### src/rtl/perfmon_pkg.sv
package perfmon_pkg;
    // Control word field positions as vector indices (big-endian bit b = index 31-b)
    localparam int CTRL_W   = 32;
    localparam int F_GIE    = 26;
    localparam int F_FRZ    = 25;
    localparam int F_TBS_HI = 24;
    localparam int F_TBS_LO = 23;
    localparam int F_TEN    = 22;
    localparam int F_IE1    = 15;
    localparam int F_IE234  = 14;
    localparam int F_TRG    = 13;
    localparam int F_S1_HI  = 12;
    localparam int F_S1_LO  = 6;
    localparam int F_S2_HI  = 5;
    localparam int F_S2_LO  = 0;

    typedef enum logic [1:0] {
        TRG_FREE = 2'd0,
        TRG_HOLD = 2'd1,
        TRG_RUN  = 2'd2
    } trg_state_e;

    typedef enum logic {
        TB_SYNC  = 1'b0,
        TB_TRACK = 1'b1
    } tb_state_e;
endpackage

### src/rtl/perfmon_tb_edge.sv
module perfmon_tb_edge
    import perfmon_pkg::*;
#(
    parameter int TB_W = 64
) (
    input  logic            clk,
    input  logic            rst_n,
    input  logic [TB_W-1:0] tb_i,
    input  logic [1:0]      code_i,
    output logic            rise_o
);
    // big-endian time-base bit n lives at index TB_W-1-n
    localparam int IDX_A = TB_W - 1 - 63;
    localparam int IDX_B = TB_W - 1 - 55;
    localparam int IDX_C = TB_W - 1 - 51;
    localparam int IDX_D = TB_W - 1 - 47;

    tb_state_e  state_q;
    logic       prev_q;
    logic [1:0] code_q;
    logic       cur_bit;
    logic       unused_tb;

    assign unused_tb = ^tb_i;

    always_comb begin
        unique case (code_i)
            2'b00:   cur_bit = tb_i[IDX_A];
            2'b01:   cur_bit = tb_i[IDX_B];
            2'b10:   cur_bit = tb_i[IDX_C];
            default: cur_bit = tb_i[IDX_D];
        endcase
    end

    // state register
    always_ff @(posedge clk or negedge rst_n) begin
        if (!rst_n) begin
            state_q <= TB_SYNC;
            prev_q  <= 1'b0;
            code_q  <= 2'b00;
        end else begin
            unique case (state_q)
                TB_SYNC:  state_q <= TB_TRACK;
                TB_TRACK: state_q <= TB_TRACK;
                default:  state_q <= TB_SYNC;
            endcase
            prev_q <= cur_bit;
            code_q <= code_i;
        end
    end

    // outputs
    always_comb begin
        rise_o = 1'b0;
        unique case (state_q)
            TB_SYNC:  rise_o = 1'b0;
            TB_TRACK: rise_o = (code_i == code_q) && cur_bit && !prev_q;
            default:  rise_o = 1'b0;
        endcase
    end
endmodule

### src/rtl/perfmon_trigger.sv
module perfmon_trigger
    import perfmon_pkg::*;
(
    input  logic clk,
    input  logic rst_n,
    input  logic ctrl_wr_i,
    input  logic trg_bit_i,
    input  logic c1_msb_i,
    input  logic pmi_i,
    output logic go_o,
    output logic hold_o
);
    trg_state_e state_q;

    // state register
    always_ff @(posedge clk or negedge rst_n) begin
        if (!rst_n) begin
            state_q <= TRG_FREE;
        end else if (ctrl_wr_i) begin
            state_q <= trg_bit_i ? TRG_HOLD : TRG_FREE;
        end else begin
            unique case (state_q)
                TRG_FREE: state_q <= TRG_FREE;
                TRG_HOLD: state_q <= (c1_msb_i || pmi_i) ? TRG_RUN : TRG_HOLD;
                TRG_RUN:  state_q <= TRG_RUN;
                default:  state_q <= TRG_FREE;
            endcase
        end
    end

    // outputs
    always_comb begin
        go_o   = 1'b1;
        hold_o = 1'b0;
        unique case (state_q)
            TRG_FREE: go_o = 1'b1;
            TRG_HOLD: begin
                go_o   = 1'b0;
                hold_o = 1'b1;
            end
            TRG_RUN:  go_o = 1'b1;
            default:  go_o = 1'b1;
        endcase
    end
endmodule

### src/rtl/perfmon_counter.sv
module perfmon_counter #(
    parameter int CNT_W = 32,
    parameter int EV_W  = 64,
    localparam int SEL_W = $clog2(EV_W)
) (
    input  logic             clk,
    input  logic             rst_n,
    input  logic             wr_i,
    input  logic [CNT_W-1:0] wr_data_i,
    input  logic [EV_W-1:0]  ev_i,
    input  logic [SEL_W-1:0] sel_i,
    input  logic             run_i,
    output logic [CNT_W-1:0] cnt_o
);
    logic [CNT_W-1:0] cnt_q;
    logic             hit;

    assign hit = ev_i[sel_i] && run_i;

    always_ff @(posedge clk or negedge rst_n) begin
        if (!rst_n)   cnt_q <= '0;
        else if (wr_i) cnt_q <= wr_data_i;
        else if (hit)  cnt_q <= cnt_q + 1'b1;
    end

    assign cnt_o = cnt_q;
endmodule

### src/rtl/perfmon_unit.sv
module perfmon_unit
    import perfmon_pkg::*;
#(
    parameter int CNT_W = 32,
    parameter int EV1_N = 128,
    parameter int EVX_N = 64,
    parameter int TB_W  = 64
) (
    input  logic             clk,
    input  logic             rst_n,
    input  logic             wr_en,
    input  logic [2:0]       wr_addr,
    input  logic [31:0]      wr_data,
    input  logic [127:0]     ev_i,
    input  logic [5:0]       sel3_i,
    input  logic [5:0]       sel4_i,
    input  logic [63:0]      tb_i,
    output logic             pmi_o,
    output logic [31:0]      ctrl_o,
    output logic [31:0]      user_ctrl_o,
    output logic [CNT_W-1:0] cnt1_o,
    output logic [CNT_W-1:0] cnt2_o,
    output logic [CNT_W-1:0] cnt3_o,
    output logic [CNT_W-1:0] cnt4_o
);
    localparam int NUM_CNT = 4;
    localparam int SEL1_W  = $clog2(EV1_N);
    localparam int SELX_W  = $clog2(EVX_N);

    logic [CTRL_W-1:0] ctrl_q;
    logic              pmi_q;
    logic [CNT_W-1:0]  cnt_q [NUM_CNT];
    logic [SELX_W-1:0] selx  [NUM_CNT];
    logic [NUM_CNT-1:0] run;
    logic [NUM_CNT-1:0] cnt_wr;
    logic              tb_rise;
    logic              trg_go;
    logic              trg_hold;
    logic              gie;
    logic              frozen;
    logic              msb_other;
    logic              int_ev;
    logic              ctrl_wr;

    assign gie     = ctrl_q[F_GIE];
    assign ctrl_wr = wr_en && (wr_addr == 3'd0);

    // control word
    always_ff @(posedge clk or negedge rst_n) begin
        if (!rst_n)      ctrl_q <= '0;
        else if (ctrl_wr) ctrl_q <= wr_data;
    end

    // time-base edge tracker
    perfmon_tb_edge #(.TB_W(TB_W)) u_edge (
        .clk    (clk),
        .rst_n  (rst_n),
        .tb_i   (tb_i),
        .code_i (ctrl_q[F_TBS_HI:F_TBS_LO]),
        .rise_o (tb_rise)
    );

    // triggered start gate
    perfmon_trigger u_trg (
        .clk       (clk),
        .rst_n     (rst_n),
        .ctrl_wr_i (ctrl_wr),
        .trg_bit_i (wr_data[F_TRG]),
        .c1_msb_i  (cnt_q[0][CNT_W-1]),
        .pmi_i     (pmi_q),
        .go_o      (trg_go),
        .hold_o    (trg_hold)
    );

    // interrupt sources
    assign msb_other = cnt_q[1][CNT_W-1] | cnt_q[2][CNT_W-1] | cnt_q[3][CNT_W-1];
    assign int_ev = gie && ((ctrl_q[F_IE1]   && cnt_q[0][CNT_W-1]) ||
                            (ctrl_q[F_IE234] && msb_other) ||
                            (ctrl_q[F_TEN]   && tb_rise));

    always_ff @(posedge clk or negedge rst_n) begin
        if (!rst_n)   pmi_q <= 1'b0;
        else if (!gie) pmi_q <= 1'b0;
        else if (int_ev) pmi_q <= 1'b1;
    end

    assign frozen = ctrl_q[F_FRZ] && pmi_q;

    // event selects for counters 2..4
    assign selx[0] = '0;
    assign selx[1] = ctrl_q[F_S2_HI:F_S2_LO];
    assign selx[2] = sel3_i;
    assign selx[3] = sel4_i;

    genvar g;
    generate
        for (g = 0; g < NUM_CNT; g++) begin : g_cnt
            assign cnt_wr[g] = wr_en && (wr_addr == 3'(g + 1));
            if (g == 0) begin : g_first
                assign run[g] = !frozen;
                perfmon_counter #(.CNT_W(CNT_W), .EV_W(EV1_N)) u_cnt (
                    .clk       (clk),
                    .rst_n     (rst_n),
                    .wr_i      (cnt_wr[g]),
                    .wr_data_i (wr_data[CNT_W-1:0]),
                    .ev_i      (ev_i[EV1_N-1:0]),
                    .sel_i     (ctrl_q[F_S1_HI:F_S1_LO]),
                    .run_i     (run[g]),
                    .cnt_o     (cnt_q[g])
                );
            end else begin : g_rest
                assign run[g] = trg_go && !(frozen && !ctrl_q[F_IE234]);
                perfmon_counter #(.CNT_W(CNT_W), .EV_W(EVX_N)) u_cnt (
                    .clk       (clk),
                    .rst_n     (rst_n),
                    .wr_i      (cnt_wr[g]),
                    .wr_data_i (wr_data[CNT_W-1:0]),
                    .ev_i      (ev_i[EVX_N-1:0]),
                    .sel_i     (selx[g]),
                    .run_i     (run[g]),
                    .cnt_o     (cnt_q[g])
                );
            end
        end
    endgenerate

    logic unused_sel;
    assign unused_sel = ^selx[0] ^ trg_hold;

    assign pmi_o       = pmi_q;
    assign ctrl_o      = ctrl_q;
    assign user_ctrl_o = ctrl_q;
    assign cnt1_o      = cnt_q[0];
    assign cnt2_o      = cnt_q[1];
    assign cnt3_o      = cnt_q[2];
    assign cnt4_o      = cnt_q[3];
endmodule

### config.mk
export PLATFORM = sky130hd
export DESIGN_NAME = perfmon_unit
export DESIGN_NICKNAME = d
export VERILOG_FILES = /design/src/rtl/perfmon_pkg.sv /design/src/rtl/perfmon_tb_edge.sv /design/src/rtl/perfmon_trigger.sv /design/src/rtl/perfmon_counter.sv /design/src/rtl/perfmon_unit.sv
export SDC_FILE = /design/constraint.sdc
export NUM_CORES = 1
export LEC_CHECK = 0
export ABC_CLOCK_PERIOD_IN_PS = 6800
export BUFFER_PORTS_ARGS = -buffer_cell sky130_fd_sc_hd__clkbuf_2
export CAP_MARGIN = 20
export CORE_AREA = 2 2 169 171
export CTS_CLUSTER_DIAMETER = 50
export DETAILED_ROUTE_END_ITERATION = 10
export DIE_AREA = 0 0 171 173
export GPL_TIMING_DRIVEN = 0
export PLACE_DENSITY = 0.76
export SYNTH_ARGS = -nofsm -noshare
export SYNTH_HDL_FRONTEND = slang
export SYNTH_SLANG_ARGS = --single-unit
export TNS_END_PERCENT = 30
### constraint.sdc
create_clock -name clk -period 6.8 [get_ports clk]
set_input_delay 0.34 -clock clk [delete_from_list [all_inputs] [get_ports clk]]
set_output_delay 0.34 -clock clk [all_outputs]
set_load 0.01 [all_outputs]
==> summary.txt, run 1 <==
Worst setup path
  • Reg2reg end: g_cnt[0].g_first.u_cnt.cnt_o[0]
  • Worst Setup Path Type: register to register
  • Worst Reg-to-Reg Cells: 12
  • Crit. End Element: register
  • CP required: 7.09 ns
  • CP Data Arrival Time: 3.94 ns
  • CP Max Fanout: 10
  • Launching point of the worst reg2reg path: ctrl_o[8]
  • Reg2reg setup slack: 3.15 ns
  • Worst setup SP type: register

Min path
  • Hold path start: tb_i[12]
  • WHS Path Cells: 2
  • Hold Crit Class: primary input to register
  • Hold endpoint: u_edge.prev_q

Route
  • Initial DRC Count: 1006
  • DR vias/cell: 5.84
  • Routed len/inst: 22.3 um
  • # DRC: 0
  • Via count: 11682
  • Initial DRT Pass Iterations: 6
  • Detailed Route WL: 44700 um
  • Post-DRT Antenna Nets: 0

GRT
  • Pin count of the biggest net entering global routing: 87
  • Vias in the first global route: 11549
  • First-pass GRT wire length: 66600 um
  • Gr usage total: 0.299
  • Grt ovf: 0
  • Initial antenna violation count: 0

STA
  • Setup WS post-layout: 3.15 ns
  • Slew Viols, Final: 0
  • Final clock skew: 0.00961 ns
  • RSZ-0062 raised after global routing: false
  • Final setup viols: 0
  • Tcrit/Tclk final: 0.537
  • Rel. slew slack: 0.442
  • FMAX: 274 MHz
  • Fin crit period: 3.65 ns
  • Pin slew with the least headroom to its limit: 0.836 ns
  • Final Hold Viols: 0
  • TNS Setup: 0 ns

Final layout
  • Layout area overhead: 25.3%
  • Commonest non-fill, non-tap cell in the layout: clkbuf_2
  • Share of layout cells above drive strength 1: 0.357
  • Most frequent cells in the layout: clkbuf_2 (369), dfrtp_1 (167), nor2_1 (130)
  • Layout Nets: 1859
  • Diodes inserted: 0
  • Fillers: 2525

Die
  • Die area: 29600 um2
  • Die Wd: 171 um
  • Row Count: 61
  • Die height: 173 um
  • Starting Density: 0.429
  • IO Pins: 435
  • Area of the core: 27600 um2

CTS
  • CTS Buf Count: 17
  • Root buffer cell: clkbuf_16
  • CTS resizes: 0
  • Clock Latency Late Sink: 0.44 ns
  • CTS tree: yes
  • CTS H-Tree Depth: 4
  • Reg clk slew, reported paths: 0.07 ns
  • Clock tree buffer depth: 2
  • TritonCTS Sinks: 167
  • Setup Buffers After CTS: 0

Power and ir drop
  • Sw frac: 0.394
  • Clock power frac: 0.236
  • Part of the power in registers: 0.357
  • Leak: 0.00638 uW
  • Cell Pwr Density: 305 nW/um2
  • Comb pwr share: 0.408
  • NetSw: 1780 uW
  • Max VDD drop: 211 uV
  • Internal power: 2750 uW

Placed design
  • Port-buffer cells: 369
  • GP Congestion: 0.945
  • Pre-CTS setup slack: 3.21 ns
  • HPWL Detailed: 34400 um

Logic synthesis
  • Share of the synthesized area in the top cell type: 0.353
  • Sequential fraction of the synthesis area: 0.353
  • Area leader, netlist: dfrtp_1
  • Mapped Nets: 1469
  • Compound-cell area share of the yosys netlist: 0.111
  • Mux share of post-synthesis cell area: 0.204
  • Post-Synth Simple-Gate Area: 0.189
  • Top post-synthesis cells by area: dfrtp_1 (35%), mux4_2 (14%), xnor2_1 (5.0%)
  • Mapped Cells: 1221
  • Largest family of logic cells by synthesized area: multiplexers
  • Yosys reg bits: 167
  • Post-Synth XOR/XNOR Area: 0.0746
  • Post-synth EDFFs: 0
  • Mapped Avg Cell Area: 9.71 um2
  • Async S/R FF share, synth: 1.00
  • Post-synthesis cell area: 11900 um2
  • Post-Synth Adder-Cell Area: 0.00633
  • Warnings, synthesis: 0
  • Top_reg_cell synth: dfrtp_1
  • Yosys cell types: 70

Job
  • Max-Cap Viols: 0

Outcome
  • Status: complete, no violations
-- power by group through the flow --
| stage | sequential (uW) | clock, uW | combinational, uW |
|---|---|---|---|
| after floorplan | 1640 | 0 | 1010 |
| after global placement | 1600 | 0 | 1800 |
| after detailed placement | 1620 | 0 | 1840 |
| after CTS | 1600 | 1080 | 1840 |
| after global routing | 1650 | 1120 | 1990 |
| final | 1620 | 1070 | 1850 |
-- Yosys cell counts (all sizes together) (2+ instances only) --
cell type,count
dfrtp,167
nor2,130
nand2,126
mux4,77
o21ai,77
xnor2,67
buf,65
a21oi,54
nand3,51
clkbuf,45
mux2i,34
xor2,34
and3,32
mux2,30
inv,29
a31oi,28
nand4,23
nor3,13
or3,13
nand3b,11
nand2b,9
o22ai,9
and2,8
a22oi,7
a311oi,6
ha,6
nor4,6
o41ai,6
or3b,6
and4,5
nor2b,5
a311o,4
nor3b,4
or4,4
a21bo,3
o211ai,3
or2,3
nand4b,2
o2111ai,2
o31a,2
o31ai,2
or4b,2
-- area by class of cell --
type                            instances  area (um2)  area share
Inverter                               29         109     0.00733
Timing Repair Buffer                  371        1890       0.127
Buffer                                110         636      0.0428
Sequential cell                       167        4180       0.281
Multi-Input combinational cell        915        6930       0.466
Clock buffer                           21         440      0.0296
Tap cell                              378         473      0.0318
Clock inverter                         11         196      0.0132
-- worst max-delay path, cell delays in order, from the launching register on --
cell,delay [ns]
dfrtp_1,0.59
buf_1,0.53
buf_2,0.36
mux2i_1,0.25
nand3b_1,0.10
nand4_1,0.10
o211ai_1,0.15
a21oi_4,0.41
and3_1,0.27
buf_2,0.25
buf_4,0.24
xor2_1,0.17
a21oi_1,0.08
-- state kept, by name (all words and copies together) (netlist names) --
register,count
u_edge.state_q,1
u_trg.state_q,2
u_edge.code_q,2
g_cnt.g_rest.u_cnt.cnt_o,96
g_cnt.g_first.u_cnt.cnt_o,32
ctrl_o,32
u_edge.prev_q,1
pmi_o,1
-- timing repair --
action | 4_1_cts | 5_1_grt
hold buffers | 1 | 0
hold endpoints to repair | 81 | 0
setup endpoints to repair | 0 | 0
-- per-stage QoR --
stage / instances / cell area, um2 / total power [uW] / hold slack (ns) / util
finish: 2002 / 14900 / 4530 / 0.254 / 0.538
global route: 2002 / 14900 / 4770 / 0.249 / 0.538
CTS: 2002 / 14900 / 4530 / 0.232 / 0.538
detailed placement: 1969 / 14200 / 3450 / 0.438 / 0.514
global placement: 1968 / 14200 / 3400 / 0.484 / 0.513
floorplan: 1221 / 11900 / 2650 / 0.0444 / -
-- worst max path at each step --
stage,slack (ns),endpoint,cells after the start,start
floorplan,3.84,g_cnt[0].g_first.u_cnt.cnt_o[0],12,ctrl_o[6]
global placement,2.26,ctrl_o[10],1,rst_n
detailed placement,3.21,g_cnt[0].g_first.u_cnt.cnt_o[0],12,ctrl_o[7]
CTS,3.16,g_cnt[0].g_first.u_cnt.cnt_o[0],12,ctrl_o[7]
global route,2.89,g_cnt[0].g_first.u_cnt.cnt_o[0],13,ctrl_o[7]
finish,3.15,g_cnt[0].g_first.u_cnt.cnt_o[0],12,ctrl_o[8]
-- per-layer routing --
metal	vias to the layer above	part of all wire	GRT usage
met1	5674	0.38	0.370
li1	5188	-	-
met2	686	0.48	0.497
met5	-	0	0
met4	0	0.044	0.135
met3	134	0.089	0.0666
-- cell families (layout without fill, tap and decap cells) --
| family | after synthesis | in the layout |
|---|---|---|
| xor gates and xnor gates | 101 | 101 |
| other | 1 | 1 |
| AOI/OAI and AO/OA | 211 | 211 |
| buffers and inverters | 139 | 542 |
| adders and majority gates | 6 | 6 |
| DFF | 167 | 167 |
| muxes | 141 | 141 |
| and+or+nand+nor | 455 | 455 |
Power figures use the tool's default switching activity.
==> run 2, diff against run 1 <==
--- a/config.mk
+++ b/config.mk
@@ -5,15 +5,15 @@
 export SDC_FILE = /design/constraint.sdc
 export NUM_CORES = 1
 export LEC_CHECK = 0
-export ABC_CLOCK_PERIOD_IN_PS = 6800
+export ABC_CLOCK_PERIOD_IN_PS = 3750
 export BUFFER_PORTS_ARGS = -buffer_cell sky130_fd_sc_hd__clkbuf_2
 export CAP_MARGIN = 20
-export CORE_AREA = 2 2 169 171
+export CORE_AREA = 2 2 170 172
 export CTS_CLUSTER_DIAMETER = 50
 export DETAILED_ROUTE_END_ITERATION = 10
-export DIE_AREA = 0 0 171 173
+export DIE_AREA = 0 0 172 174
 export GPL_TIMING_DRIVEN = 0
-export PLACE_DENSITY = 0.76
+export PLACE_DENSITY = 0.75
 export SYNTH_ARGS = -nofsm -noshare
 export SYNTH_HDL_FRONTEND = slang
 export SYNTH_SLANG_ARGS = --single-unit
==> constraint.sdc (replaced) <==
create_clock -name clk -period 3.75 [get_ports clk]
set_input_delay 0.1875 -clock clk [delete_from_list [all_inputs] [get_ports clk]]
set_output_delay 0.1875 -clock clk [all_outputs]
set_load 0.01 [all_outputs]
==> run 2 against run 1 <==
Maximum frequency is 5.6% higher. Critical endpoint is now g_cnt[0].g_first.u_cnt.cnt_o[14]. Sequential share of layout area is 0.12 points higher. Via count increased by 0.33%. Cell area is 0.43% lower. Core utilization shrank 1.4 points. Highest routed layer unchanged. Clock-buffer cell count down 1. Sequential power rose by 80%.
==> summary.txt, run 2 (synthesized netlist as in run 1, its figures left out) <==
CTS
  • CTS Buf Count: 17
  • TritonCTS Sinks: 167
  • Clock Latency Late Sink: 0.44 ns
  • Clock tree buffer depth: 2
  • CTS H-Tree Depth: 4
  • Reg clk slew, reported paths: 0.06 ns
  • Root buffer cell: clkbuf_16
  • CTS tree: yes

Final layout
  • Share of layout cells above drive strength 1: 0.360
  • Commonest non-fill, non-tap cell in the layout: clkbuf_2
  • Layout Nets: 1862
  • Final Cell Area: 14800 um2
  • Fillers: 2613
  • Reg area: 4180 um2
  • Number of flip-flops in the largest register: 96
  • Finished Core Util: 0.524
  • Multi-input gate area: 6940 um2
  • Most frequent cells in the layout: clkbuf_2 (370), dfrtp_1 (167), nor2_1 (130)
  • Layout area overhead: 24.8%

STA
  • TNS Setup: 0 ns
  • Final clock skew: 0.0137 ns
  • Rel. slew slack: 0.347
  • RSZ-0062 raised after global routing: false
  • Tcrit/Tclk final: 0.922
  • Fin crit period: 3.46 ns
  • Final setup viols: 0
  • FMAX: 289 MHz
  • Pin slew with the least headroom to its limit: 0.979 ns
  • Slew Viols, Final: 0
  • Setup WS post-layout: 0.291 ns
  • Final Hold Viols: 0

GRT
  • Gr usage total: 0.297
  • Initial antenna violation count: 1
  • Vias in the first global route: 11205
  • Pin count of the biggest net entering global routing: 96
  • Grt ovf: 0
  • First-pass GRT wire length: 67200 um

Route
  • Via count: 11721
  • Initial DRC Count: 1357
  • Routed len/inst: 22.2 um
  • Post-DRT Antenna Nets: 0
  • Initial DRT Pass Iterations: 6
  • # DRC: 0
  • DR vias/cell: 5.83
  • Detailed Route WL: 44700 um

Worst setup path
  • Crit. End Element: register
  • CP Max Fanout: 10
  • CP Data Arrival Time: 3.80 ns
  • CP required: 4.09 ns
  • Worst Setup Path Type: register to register
  • Worst setup SP type: register

Power and ir drop
  • Leak: 0.00635 uW
  • Total power: 7910 uW
  • Max VDD drop: 319 uV
  • Cell Pwr Density: 535 nW/um2

Placed design
  • Pre-CTS setup slack: 0.170 ns
  • Port-buffer cells: 369
  • Dpl cell area: 14200 um2
  • HPWL Detailed: 34400 um
  • GP Congestion: 0.896

Die
  • Area of the core: 28200 um2
  • Die Wd: 172 um
  • Die area: 29900 um2
  • Die height: 174 um
  • Row Count: 62
  • Starting Density: 0.420
  • IO Pins: 435

Job
  • Max-Cap Viols: 0

Min path
  • Hold Crit Class: primary input to register

Outcome
  • Status: complete, no violations
## run 2: repair_timing
item / in CTS / in global routing
hold endpoints to repair: 72 / 0
buffers inserted: 0 / 3
resized for setup: 0 / 2
hold buffers: 1 / 0
endpoints found under the setup margin: 0 / 7
## run 2: power breakdown
group / switching [uW] / total (uW) / internal, uW / leakage, uW
Combinational: 1810 / 3350 / 1540 / 0.00413
Clock: 759 / 1640 / 877 / 0.000250
Sequential: 652 / 2920 / 2270 / 0.00196
## run 2: worst paths after layout
kind	start	end	slack [ns]	cells past startpoint
min in group asynchronous	rst_n	g_cnt[2].g_rest.u_cnt.cnt_o[17]	0.34	2
worst min-delay path	tb_i[12]	u_edge.prev_q	0.11	2
max in group asynchronous	rst_n	pmi_o	2.51	3
worst max-delay path	ctrl_o[6]	g_cnt[0].g_first.u_cnt.cnt_o[14]	0.29	11
worst min register to register	ctrl_o[24]	u_edge.code_q[1]	0.52	0
worst max register to register	ctrl_o[6]	g_cnt[0].g_first.u_cnt.cnt_o[14]	0.29	11
## run 2: final cells by class
class	count	share of cell area
clock inverter	11	0.00508
buffer	110	0.0431
antenna	1	0.000169
timing repair buffer	374	0.130
tap	384	0.0325
inverter	29	0.00736
multi-input combinational	915	0.469
clock buffer	20	0.0309
sequential	167	0.283
## run 2: stage by stage
| step | hold slack (ns) | std cells |
|---|---|---|
| 3_5_place_dp | 0.256 | 1975 |
| 3_3_place_gp | 0.490 | 1974 |
| 5_1_grt | 0.101 | 2011 |
| 6_report | 0.108 | 2011 |
| 2_1_floorplan | -0.108 | 1221 |
| 4_1_cts | 0.0984 | 2007 |
## run 2: metal layers
metal  vias up  global-route usage  part of all wire
met4         0              0.0966             0.034
li1       5188                   -                 -
met2       707               0.496              0.49
met5         -                   0                 0
met1      5739               0.391              0.39
met3        87              0.0503             0.089
## run 2: critical path: stages, from the launching register on
cell,delay [ns]
dfrtp_1,0.53
buf_4,0.29
buf_6,0.21
mux4_2,0.55
o2111ai_1,0.18
o21ai_0,0.16
o21ai_4,0.39
and3_1,0.28
buf_2,0.24
buf_4,0.23
o21ai_1,0.09
a31oi_1,0.19
==> run 3, diff against run 2 <==
--- a/config.mk
+++ b/config.mk
@@ -8,12 +8,15 @@
 export ABC_CLOCK_PERIOD_IN_PS = 3750
 export BUFFER_PORTS_ARGS = -buffer_cell sky130_fd_sc_hd__clkbuf_2
 export CAP_MARGIN = 20
-export CORE_AREA = 2 2 170 172
+export CELL_PAD_IN_SITES_DETAIL_PLACEMENT = 0
+export CELL_PAD_IN_SITES_GLOBAL_PLACEMENT = 1
+export CORE_ASPECT_RATIO = 1.1
+export CORE_MARGIN = 1
+export CORE_UTILIZATION = 38
 export CTS_CLUSTER_DIAMETER = 50
 export DETAILED_ROUTE_END_ITERATION = 10
-export DIE_AREA = 0 0 172 174
 export GPL_TIMING_DRIVEN = 0
-export PLACE_DENSITY = 0.75
+export PLACE_DENSITY = 0.87
 export SYNTH_ARGS = -nofsm -noshare
 export SYNTH_HDL_FRONTEND = slang
 export SYNTH_SLANG_ARGS = --single-unit
==> run 3 against run 2 <==
Combinational power barely moved. Power rose by 2.3%. Clock skew fell by 0.0023 ns. Sequential power barely moved. Via count fell by 0.51%. Worst hold slack improved by 0.011 ns. Largest power group unchanged.
==> summary.txt, run 3 (synthesized netlist as in run 1, its figures left out) <==
Final layout
  • Fillers: 2976
  • Commonest non-fill, non-tap cell in the layout: clkbuf_2
  • Share of layout cells above drive strength 1: 0.363
  • Number of flip-flops in the largest register: 96
  • Most frequent cells in the layout: clkbuf_2 (370), dfrtp_1 (165), nor2_1 (130)
  • Layout Nets: 1866
  • Finished Core Util: 0.488
  • Layout area overhead: 25.9%

Die
  • Die Wd: 170 um
  • Area of the core: 30600 um2
  • Die area: 31900 um2
  • IO Pins: 435
  • Starting Density: 0.387
  • Row Count: 67
  • Die height: 187 um

STA
  • Hold_ws: 0.119 ns
  • Final Hold Viols: 0
  • Pin slew with the least headroom to its limit: 0.727 ns
  • FMAX: 281 MHz
  • Tcrit/Tclk final: 0.948
  • Fin crit period: 3.55 ns
  • RSZ-0062 raised after global routing: false
  • Rel. slew slack: 0.515
  • Final setup viols: 0
  • Slew Viols, Final: 0
  • Final clock skew: 0.0114 ns

Worst setup path
  • Crit-path most repeated cell: buf_4
  • Worst Setup Path Type: register to register
  • CP Data Arrival Time: 3.90 ns
  • CP required: 4.10 ns
  • Worst setup SP type: register
  • CP max stage delay: 0.51 ns
  • Crit. End Element: register
  • Critical path, cell by cell: buf_4 -> buf_6 -> buf_2 -> mux2i_1 -> o21ai_0 -> a21oi_4 -> buf_4 -> buf_4 -> a311oi_4 -> or4b_1 -> a31oi_1
  • Crit path max-delay cell type: dfrtp_2
  • CP Max Fanout: 10

Route
  • Via count: 11661
  • Post-DRT Antenna Nets: 0
  • Initial DRC Count: 969
  • Routed len/inst: 22.8 um
  • Detailed Route WL: 46800 um
  • # DRC: 0
  • DR vias/cell: 5.70
  • Initial DRT Pass Iterations: 6

Power and ir drop
  • Internal power: 4840 uW
  • Leak: 0.00640 uW
  • Comb pwr share: 0.416
  • Max VDD drop: 290 uV
  • Sw frac: 0.403
  • Clock power frac: 0.223
  • Cell Pwr Density: 543 nW/um2
  • NetSw: 3260 uW
  • Part of the power in registers: 0.361

CTS
  • TritonCTS Sinks: 167
  • Clock tree buffer depth: 2
  • Clock Latency Late Sink: 0.44 ns
  • Reg clk slew, reported paths: 0.07 ns
  • CTS H-Tree Depth: 4
  • CTS tree: yes
  • Root buffer cell: clkbuf_16
  • CTS Buf Count: 17

GRT
  • First-pass GRT wire length: 69700 um
  • Gr usage total: 0.297
  • Vias in the first global route: 11238
  • Initial antenna violation count: 2
  • Pin count of the biggest net entering global routing: 100
  • Grt ovf: 0

Placed design
  • HPWL Detailed: 35900 um
  • GP Congestion: 0.957
  • Port-buffer cells: 369

Job
  • Max-Cap Viols: 0

Min path
  • Hold Crit Class: primary input to register

Outcome
  • Status: complete, no violations
run 3: cell types whose count changed in the layout (fill, tap and decap cells not counted), sizes merged:
cell and delta:
diode +1, buf +3, clkinv +3, bufinv +2
clkinvlp -4, inv +1
run 3: routing by layer:
layer,global-route usage,vias up,share of wire
met5,0,-,0
met4,0.152,0,0.048
met3,0.0597,107,0.087
met2,0.474,637,0.47
met1,0.381,5697,0.40
li1,-,5220,-
run 3: stage by stage:
step	setup TNS (ns)	instances	instance area [um2]	setup WS [ns]	total power, uW
floorplan	0	1221	11900	0.788	4800
global placement	-124.13	2004	14200	-0.765	6210
detailed placement	-0.472	2005	14300	-0.106	6250
CTS	0	2038	14900	0.00368	8080
global route	0	2046	14900	0.0424	8550
finish	0	2047	14900	0.196	8100
run 3: worst max-delay path: cells and delay by family (launching register included):
family	cells	cell delay, ns
DFF	1	0.51
and+or+nand+nor	1	0.50
AOI/OAI and AO/OA	4	1.16
muxes	1	0.20
buffers and inverters	5	1.10
run 3: power groups by stage:
stage / Combinational [uW] / Sequential (uW) / Clock (uW)
floorplan: 1830 / 2970 / 0
global placement: 3280 / 2920 / 0
detailed placement: 3310 / 2940 / 0
CTS: 3330 / 2910 / 1830
global route: 3650 / 3000 / 1900
finish: 3360 / 2930 / 1810
run 3: final timing paths:
kind                       slack [ns]  cells after the start         from                               end
setup reg to reg                 0.20                     11    ctrl_o[6]  g_cnt[0].g_first.u_cnt.cnt_o[27]
hold reg to reg                  0.52                      0   ctrl_o[24]                  u_edge.code_q[1]
min in group asynchronous        0.32                      2        rst_n   g_cnt[1].g_rest.u_cnt.cnt_o[25]
setup / recovery                 0.20                     11    ctrl_o[6]  g_cnt[0].g_first.u_cnt.cnt_o[27]
max in group asynchronous        2.51                      3        rst_n    g_cnt[3].g_rest.u_cnt.cnt_o[0]
hold / removal                   0.12                      3  wr_data[22]   g_cnt[3].g_rest.u_cnt.cnt_o[22]
run 3: final cells by class:
cell class                      count  area (um2)  share of cell area
Clock inverter                     13         146             0.00981
Inverter                           29         109             0.00729
Timing Repair Buffer              378        1950               0.130
Multi-Input combinational cell    915        6940               0.465
Sequential cell                   167        4180               0.280
Antenna cell                        2        5.00            0.000335
Clock buffer                       19         443              0.0297
Tap cell                          414         518              0.0347
Buffer                            110         639              0.0428
run 3: timing repair:
item,CTS,global route
gates resized for setup,1,4
buffers inserted,0,7
endpoints found under the setup margin,10,17
hold endpoints to repair,68,0
pin swaps,1,2
hold buffers,1,0
